`src/rtl/areq_pkg.sv`:
```
package areq_pkg;
   typedef enum logic [2:0] {
      ST_IDLE    = 3'd0,
      ST_ADDR    = 3'd1,
      ST_RELEASE = 3'd2,
      ST_WAIT    = 3'd3,
      ST_CONFIRM = 3'd4
   } areq_state_e;
endpackage

```
`src/rtl/areq_sync.sv`:
```
module areq_sync #(
   parameter int STAGES = 2
) (
   input  logic clk,
   input  logic rst_n,
   input  logic d,
   output logic q
);
   if (STAGES < 2) begin : g_bad_stages
      $error("areq_sync: STAGES must be at least 2");
   end

   logic [STAGES-1:0] chain;

   always_ff @(posedge clk or negedge rst_n) begin
      if (!rst_n) chain <= '0;
      else        chain <= {chain[STAGES-2:0], d};
   end

   assign q = chain[STAGES-1];
endmodule

```
`src/rtl/areq_fsm.sv`:
```
module areq_fsm
   import areq_pkg::*;
(
   input  logic clk,
   input  logic rst_n,
   input  logic start,
   input  logic ack_s,
   input  logic rdy_s,
   output logic load_addr,
   output logic cap_en,
   output logic req,
   output logic oe,
   output logic cfm,
   output logic busy,
   output logic done
);
   areq_state_e state, state_n;
   logic        done_q;

   always_comb begin
      state_n = state;
      unique case (state)
         ST_IDLE:    if (start)  state_n = ST_ADDR;
         ST_ADDR:    if (ack_s)  state_n = ST_RELEASE;
         ST_RELEASE: if (!ack_s) state_n = ST_WAIT;
         ST_WAIT:    if (rdy_s)  state_n = ST_CONFIRM;
         ST_CONFIRM: if (!rdy_s) state_n = ST_IDLE;
         default:                state_n = ST_IDLE;
      endcase
   end

   always_ff @(posedge clk or negedge rst_n) begin
      if (!rst_n) begin
         state  <= ST_IDLE;
         done_q <= 1'b0;
      end else begin
         state  <= state_n;
         done_q <= (state == ST_CONFIRM) && !rdy_s;
      end
   end

   assign load_addr = (state == ST_IDLE) && start;
   assign cap_en    = (state == ST_WAIT) && rdy_s;
   assign req       = (state == ST_ADDR);
   assign oe        = (state == ST_ADDR);
   assign cfm       = (state == ST_CONFIRM);
   assign busy      = (state != ST_IDLE);
   assign done      = done_q;
endmodule

```
`src/rtl/areq_datapath.sv`:
```
module areq_datapath #(
   parameter int W            = 16,
   parameter bit ZERO_WHEN_OFF = 1'b1
) (
   input  logic         clk,
   input  logic         rst_n,
   input  logic         load_addr,
   input  logic [W-1:0] addr,
   input  logic         cap_en,
   input  logic [W-1:0] bus_in,
   input  logic         oe,
   output logic [W-1:0] bus_out,
   output logic [W-1:0] word
);
   logic [W-1:0] addr_q;
   logic [W-1:0] word_q;

   always_ff @(posedge clk or negedge rst_n) begin
      if (!rst_n) begin
         addr_q <= '0;
         word_q <= '0;
      end else begin
         if (load_addr) addr_q <= addr;
         if (cap_en)    word_q <= bus_in;
      end
   end

   if (ZERO_WHEN_OFF) begin : g_gated_out
      assign bus_out = oe ? addr_q : '0;
   end else begin : g_raw_out
      logic unused_oe;
      assign unused_oe = oe;
      assign bus_out   = addr_q;
   end

   assign word = word_q;
endmodule

```
`src/rtl/async_read_requester.sv`:
```
module async_read_requester #(
   parameter int W             = 16,
   parameter int SYNC_STAGES   = 2,
   parameter bit ZERO_WHEN_OFF = 1'b1
) (
   input  logic         clk,
   input  logic         rst_n,
   input  logic         start_i,
   input  logic [W-1:0] addr_i,
   output logic         busy_o,
   output logic         done_o,
   output logic [W-1:0] data_o,
   output logic [W-1:0] bus_out_o,
   output logic         bus_oe_o,
   input  logic [W-1:0] bus_in_i,
   output logic         rd_req_o,
   output logic         cfm_ack_o,
   input  logic         rsp_ack_i,
   input  logic         rsp_valid_i
);
   if (W < 1) begin : g_bad_width
      $error("async_read_requester: W must be positive");
   end

   logic ack_s, rdy_s, load_addr, cap_en, oe;

   areq_sync #(.STAGES(SYNC_STAGES)) u_sync_ack (
      .clk(clk), .rst_n(rst_n), .d(rsp_ack_i), .q(ack_s));

   areq_sync #(.STAGES(SYNC_STAGES)) u_sync_rdy (
      .clk(clk), .rst_n(rst_n), .d(rsp_valid_i), .q(rdy_s));

   areq_fsm u_fsm (
      .clk(clk), .rst_n(rst_n), .start(start_i), .ack_s(ack_s), .rdy_s(rdy_s),
      .load_addr(load_addr), .cap_en(cap_en), .req(rd_req_o), .oe(oe),
      .cfm(cfm_ack_o), .busy(busy_o), .done(done_o));

   areq_datapath #(.W(W), .ZERO_WHEN_OFF(ZERO_WHEN_OFF)) u_dp (
      .clk(clk), .rst_n(rst_n), .load_addr(load_addr), .addr(addr_i),
      .cap_en(cap_en), .bus_in(bus_in_i), .oe(oe), .bus_out(bus_out_o),
      .word(data_o));

   assign bus_oe_o = oe;
endmodule

```
`config.mk`:
```
export PLATFORM = sky130hd
export DESIGN_NAME = async_read_requester
export DESIGN_NICKNAME = d
export VERILOG_FILES = /design/src/rtl/areq_pkg.sv /design/src/rtl/areq_sync.sv /design/src/rtl/areq_fsm.sv /design/src/rtl/areq_datapath.sv /design/src/rtl/async_read_requester.sv
export SDC_FILE = /design/constraint.sdc
export NUM_CORES = 1
export LEC_CHECK = 0
export BUFFER_PORTS_ARGS = -buffer_cell sky130_fd_sc_hd__clkbuf_2
export CORE_ASPECT_RATIO = 1.4
export CORE_MARGIN = 2
export CORE_UTILIZATION = 50
export CTS_BUF_LIST = sky130_fd_sc_hd__clkbuf_16
export DETAILED_ROUTE_END_ITERATION = 10
export GPL_TIMING_DRIVEN = 0
export PLACE_DENSITY = 0.81
export RECOVER_POWER = 100
export SLEW_MARGIN = 15
export SYNTH_ARGS = -nofsm -noshare
export SYNTH_HDL_FRONTEND = slang
export SYNTH_SLANG_ARGS = --single-unit
```
`constraint.sdc`:
```
create_clock -name clk -period 3.1 [get_ports clk]
set_clock_uncertainty 0.2 [all_clocks]
set_input_delay 0.62 -clock clk [delete_from_list [all_inputs] [get_ports clk]]
set_output_delay 0.62 -clock clk [all_outputs]
set_load 0.005 [all_outputs]
```
# --- Word level (Yosys, flattened, before mapping) ---
# Cells that the tools add are included.
classes:
  magnitude_cmp: 0
  shifts: 0
  bitwise_logic: 0
  n_addsub: 0
  n_reduce_logical: 7
  n_mux: 7
  n_mul: 0
  n_eq_ne: 9
  div: 0
ops:
  columns: ["op", "n"]
  rows:
  - ["$mux W16", 1]
  - ["$mux W3", 5]
  - ["$pmux W3 S5", 1]
  - ["$ne A2 B2 Y1 const B", 5]
  - ["$eq A3 B2 Y1 const B", 2]
  - ["$reduce_and A5 Y1", 1]
  - ["$eq A3 B1 Y1 const B", 1]
  - ["$eq A3 B3 Y1 const B", 1]
  - ["$logic_and A1 B1 Y1", 3]
  - ["$logic_not A3 Y1", 1]
  - ["$reduce_bool A3 Y1", 1]
  - ["$logic_not A1 Y1", 1]
totals:
  reg_bits: 40
  output_inout_bits: 37
  wordCells: 29
  inputBits: 37
  n_memories: 0
  mem_bits_rw: 0
  romBits: 0
  latchBits: 0

# --- Depth between registers and ports, before layout ---
# Gate-level depths: netlist of run 1.
depth:
  word_depth: 3
  mapped_depth: 5
  mapped_depth_nobuf: 3

# --- Hierarchy ---
# A second synthesis of run 1 with hierarchy kept.
unflattened:
  cells_unflattened: 111
  area_unflattened_um2: 1746.7
by_module_without_submodules:
  columns: ["module", "area_each_um2", "seq_area_each_um2", "cells_per_inst", "n_inst"]
  rows:
  - ["areq_datapath", 1402.6, 800.8, 85, 1]
  - ["areq_fsm", 244.0, 100.1, 22, 1]
  - ["areq_sync", 50.0, 50.0, 2, 2]

# --- Least setup slack after synthesis of run 1 ---
# No wires, ideal clock.
synth_path:
  kind: "register to output"
  start: "reg u_fsm.state[1]"
  end: "out bus_out_o[0]"
  path_buffers: 2
  required_ns: 2.280
  slack_ns: 1.000
  path_stages_with_launch: 5
  arrival_ns: 1.280
  cell_sequence: "dfrtp_1 -> buf_2 -> nor3b_1 -> buf_2 -> and2_1"
synth_between:
  elab_chain_len: 2
synth_rtl:
  columns: ["item", "line", "text"]
  rows:
  - ["from (decl)", "areq_fsm.sv:17", "areq_state_e state, state_n;"]
  - ["from (signal assigned)", "areq_fsm.sv:37", "state <= state_n;"]
  - ["$eq A3 B1 Y1", "areq_fsm.sv:45", "assign oe = (state == ST_ADDR);"]
  - ["via bus_oe_o", "async_read_requester.sv:14", "output logic bus_oe_o,"]
  - ["$mux W16", "areq_datapath.sv:29", "assign bus_out = oe ? addr_q : '0;"]
  - ["to (decl)", "async_read_requester.sv:13", "output logic [W-1:0] bus_out_o,"]
# The timed path passes the listed nets, and every way through them passes these cells.

# --- Final worst setup path of run 1 ---
layout_path:
  start: "reg u_fsm.state[1]"
  end: "out bus_out_o[11]"
layout_between:
  elab_chain_len: 2
layout_rtl:
  columns: ["item", "line"]
  rows:
  - ["$eq A3 B1 Y1", "areq_fsm.sv:45"]
  - ["$mux W16", "areq_datapath.sv:29"]
# Every way passes these cells.

==> out/results.ini, run 1 <==
[worst_setup_path]
cp_slowest_stage_delay_ns=0.67
start_kind=flop
required_ns=2.28
critPathTopFamily=simple AND/OR/NAND/NOR gates
path_class=flop to primary output
setup.worst_path.end_class=primary output
cp.arrival_ns=2.05
critPathSlowestCell=nor3b_1
cp_max_fo=11
path_buf_inv=3
cpMostUsedCell=buf_2
worstPathCellList=buf_2, nor3b_1, buf_2, and2_1, clkbuf_1

[route]
viasPerCell=4.85
remaining_drc_errors=0
drt_iter0_markers=16
route.antenna.remaining_nets=0
wl_per_cell_um=14.2
dr_total_vias=1145
first_pass_iters=4
wl_um=3350

[sta]
period_needed_ns=2.87
slew_violations=41
finalHoldViolCount=0
worst_hold_slack_ns=0.147
setup_viol=0
period_share_pct=92.6
max_freq_mhz=348
relSlewSlack_pct=-36.2
tns_ns=0
rsz0062_at_grt=false
worst_pin_slew_ns=2.04

[logic_synthesis]
synth_largest_area_cell=dfrtp_1
yosysWarnings=0
syn-num-nets=152
synth_top_area_share_pct=59.0
ys_ff_latch=40
netlist_top_cells_area=dfrtp_1 59%, mux2_2 15%, mux2_4 8.9%
syn_inst=115
ys_types=22
syn_area_um2=1700
ys_seq_area_share_pct=59.0
syn_area_per_cell_um2=14.7

[clock_tree]
clk_latency_ns=0.27
cts_buffers=5
cts.htree.levels=2
cts_num_sinks=40
post-cts-setup-buffer-count=0
clockBufferDepth=2
cts_resized=0
clkTransAtPathRegs_ns=0.06
cts_tree=built
hold_buffers=0
root_buffer=clkbuf_16

[place]
dp_hpwl_um=2520
port_buffers=73
place.gp.congestion=0.720

[die]
rows=25
die-area_um2=3880
fp.coreArea_um2=3320
chipHeight_um=72.9
ios=74
die_x_um=53.2
initial_core_util_pct=51.1

[grt]
grt_max_degree=41
track_usage_pct=19.5
grt_overflow=0
antenna_found_initial=0
grt_pass1_vias=1146
grt_pass1_wl_um=5330

[run_status]
violations=capacitance limit, slew limit
status=finished with violations

[layout]
area_growth_pct=28.4
drive_gt1_share_pct=46.9
fillers=284
postLayoutCoreUtil_pct=65.7
diodes=0
nets=232

[power]
p_per_area_nw_per_um2=1020
power_leakage_nw=1.07
irDropWorstVdd_uv=808

[job]
maxCapViolCount=1

[hold_path]
hp-class=flop to flop

[per-layer routing]
layer / share of wire (%) / vias to the layer above / GRT usage, %
li1: - / 546 / -
met1: 37 / 566 / 21.6
met2: 58 / 28 / 34.0
met3: 3.8 / 5 / 5.74
met4: 1.6 / 0 / 7.69
met5: 0 / - / 0
[placed cells by master, fill, tap and decap left out, types with 2 or more instances in the layout]
cell type  Yosys  final
and2_0         0      7
and2_1        16      9
buf_2          3      2
clkbuf_1       0     17
clkbuf_16      0      5
clkbuf_2       0     57
dfrtp_1       40     40
inv_1          2      3
mux2_1         0      9
mux2_2        23     23
nand2_1        4      4
nor2_1         2      3
nor2b_1        2      2
[cells by family after synthesis]
group	Yosys count	synth area share, %
AOI/OAI and AO/OA	3	1.18
DFF	40	59.0
buffers and inverters	8	3.62
and+or+nand+nor	31	12.0
muxes	33	24.1
[state kept, by name, indices dropped and copies added, names as in the netlist]
name	count
u_sync_ack.chain	2
u_dp.word	16
u_dp.addr_q	16
u_fsm.state	3
u_fsm.done	1
u_sync_rdy.chain	2
[stage by stage]
stage          cells  cell area, um2  setup WS, ns  power, mW
5_1_grt          236            2180        0.0341       2.37
3_5_place_dp     228            2110         0.524       1.82
6_report         236            2180         0.228       2.22
2_1_floorplan    115            1700          1.00       1.45
4_1_cts          236            2270         0.213       2.39
3_3_place_gp     228            2110         0.649       1.76
[area by class of cell]
type,count,area [um2],area share [%]
repair buffers,73,345,15.9
multi-input cells,67,573,26.3
inverters,2,7.51,0.345
plain buffers,6,36.3,1.67
well taps,40,50.0,2.30
clock inverters,3,38.8,1.78
clock buffers,5,125,5.75
flip-flops and latches,40,1000,46.0
[synth_stat cells, drive strengths merged]
master	instances
a21boi	1
dfrtp	40
a211oi	1
nand2	4
mux2	33
buf	6
and2b	1
nand3b	1
and2	16
nor3	1
nand3	1
nor2	3
nor2b	2
nor3b	1
inv	2
a21oi	1
or3	1
[path summary, 6_finish.rpt]
path	slack, ns	depth (start not counted)	startpoint	endpoint
setup / recovery	0.23	5	u_fsm.state[1]	bus_out_o[11]
hold / removal	0.15	0	u_sync_rdy.chain[0]	u_sync_rdy.chain[1]
setup reg to reg	0.49	5	u_fsm.state[0]	u_dp.addr_q[10]
hold reg to reg	0.15	0	u_sync_rdy.chain[0]	u_sync_rdy.chain[1]
max in group asynchronous	0.80	1	rst_n	u_sync_ack.chain[1]
min in group asynchronous	0.72	1	rst_n	u_dp.addr_q[15]
[worst reg2reg max path: stages, from the launching register on]
cell	delay [ns]
dfrtp_1	0.37
buf_6	0.14
or3_1	0.39
nor2_1	0.48
clkbuf_1	0.52
mux2_1	0.39
[power breakdown]
group | leakage (nW) | switching [mW] | internal [mW] | total, mW
clock network | 0.0850 | 0.182 | 0.374 | 0.557
logic | 0.510 | 0.347 | 0.441 | 0.788
registers | 0.473 | 0.117 | 0.760 | 0.877
total | 1.07 | 0.646 | 1.58 | 2.22
Power figures use the tool's default switching activity.
==> inputs of run 2 (changes only) <==
--- a/config.mk
+++ b/config.mk
@@ -13,8 +13,7 @@
 export DETAILED_ROUTE_END_ITERATION = 10
 export GPL_TIMING_DRIVEN = 0
 export PLACE_DENSITY = 0.81
-export RECOVER_POWER = 100
-export SLEW_MARGIN = 15
+export SLEW_MARGIN = 5
 export SYNTH_ARGS = -nofsm -noshare
 export SYNTH_HDL_FRONTEND = slang
 export SYNTH_SLANG_ARGS = --single-unit
==> out/results.ini, run 2 (synthesis gave the netlist of run 1 again) <==
[run_status]
status=complete, no violations

[worst_setup_path]
start_kind=flop
r2r_slack_ns=1.19
cp_max_fo=11
required_ns=2.28
cp_slowest_stage_delay_ns=0.68
critPathSlowestCell=nor3b_1
path_class=flop to primary output
worstPathCellList=buf_2, nor3b_1, buf_2, and2_1, clkbuf_2
cpMostUsedCell=buf_2
reg2reg_from=u_fsm.state[0]
rr_endpoint=u_dp.addr_q[10]
setup.worst_path.end_class=primary output
worstRegToRegCells=5
cp.arrival_ns=2.07

[power]
power_leakage_nw=1.17
clkPwrFrac_pct=23.6
p_sw_uw=671
combPwrFrac_pct=39.0
swShare_pct=28.5
irDropWorstVdd_uv=844
sequentialPowerShare_pct=37.4
p_int_mw=1.69
p_per_area_nw_per_um2=1040

[place]
place.gp.congestion=0.720
port_buffers=73
dpl-instance-area_um2=2110
dp_hpwl_um=2520

[clock_tree]
clk_latency_ns=0.27
cts_tree=built
root_buffer=clkbuf_16
clockBufferDepth=2
cts_num_sinks=40
cts_buffers=5
cts_resized=0
post-cts-setup-buffer-count=0
cts.htree.levels=2
hold_buffers=0
clkTransAtPathRegs_ns=0.06

[sta]
rsz0062_at_grt=false
relSlewSlack_pct=36.4
max_freq_mhz=346
slew_violations=0
period_needed_ns=2.89
worst_pin_slew_ns=0.954
tns_ns=0
period_share_pct=93.2
finalHoldViolCount=0
setup_viol=0

[grt]
grt_max_degree=41
grt_pass1_wl_um=5330
grt_pass1_vias=1146
antenna_found_initial=0
grt_overflow=0
track_usage_pct=19.5

[die]
ios=74
fp.coreArea_um2=3320
chipHeight_um=72.9
die_x_um=53.2
die-area_um2=3880
initial_core_util_pct=51.1
rows=25

[hold_path]
hold_start=u_sync_rdy.chain[0]
hp-class=flop to flop
whs_path_depth=0
whs_endpoint=u_sync_rdy.chain[1]

[layout]
final_cell_area_um2=2270
ff_latch_area_um2=1000
drive_gt1_share_pct=62.2
area_growth_pct=34.2
layout_common_cells=73 x clkbuf_2, 40 x dfrtp_1, 23 x mux2_2
multiInputGateArea_um2=633
diodes=0
nets=232
fillers=255
layout_commonest_cell=clkbuf_2

[route]
viasPerCell=4.85
dr_total_vias=1144
wl_per_cell_um=14.3
first_pass_iters=4
remaining_drc_errors=0
route.antenna.remaining_nets=0
drt_iter0_markers=22
wl_um=3370

[job]
maxCapViolCount=0

## run 2: cell type report
cell class                      count  area share (%)
Tap cell                           40            2.20
Clock buffer                        5            5.50
Timing Repair Buffer               73            16.1
Sequential cell                    40            44.0
Buffer                              6            2.37
Multi-Input combinational cell     67            27.8
Inverter                            2           0.330
Clock inverter                      3            1.71
## run 2: layer usage
layer | GRT usage (%) | up-vias | wire, um
li1 | - | 544 | -
met5 | 0 | - | 0
met1 | 21.6 | 566 | 1250
met4 | 7.69 | 0 | 53
met2 | 34.0 | 29 | 1940
met3 | 5.74 | 5 | 128
## run 2: worst max-delay path: cells and delay by family, from the launching register on
kind / cells / cell delay, ns
simple gates: 2 / 0.84
flops: 1 / 0.35
buf+inv: 3 / 0.60
## run 2: power groups by stage
stage	clock (mW)	sequential, mW	combinational (mW)
3_5_place_dp	0	0.889	0.928
6_report	0.556	0.883	0.919
3_3_place_gp	0	0.866	0.890
2_1_floorplan	0	0.866	0.585
4_1_cts	0.570	0.884	0.937
5_1_grt	0.590	0.913	1.01
## run 2: through the flow
stage / cells / worst slack (ns) / util [%] / hold WS, ns / power [mW]
3_3_place_gp: 228 / 0.649 / 63.7 / 0.134 / 1.76
3_5_place_dp: 228 / 0.524 / 63.7 / 0.140 / 1.82
5_1_grt: 236 / 0.0671 / 68.6 / 0.167 / 2.51
6_report: 236 / 0.212 / 68.6 / 0.146 / 2.36
2_1_floorplan: 115 / 1.00 / - / 0.124 / 1.45
4_1_cts: 236 / 0.213 / 68.6 / 0.152 / 2.39
## run 2: how the worst max path moves through the flow
stage | start | end
after floorplan | u_fsm.state[1] | bus_out_o[0]
after global placement | u_fsm.state[1] | bus_out_o[11]
after detailed placement | u_fsm.state[1] | bus_out_o[6]
after CTS | u_fsm.state[1] | bus_out_o[6]
after global routing | u_fsm.state[1] | bus_out_o[0]
final | u_fsm.state[1] | bus_out_o[6]
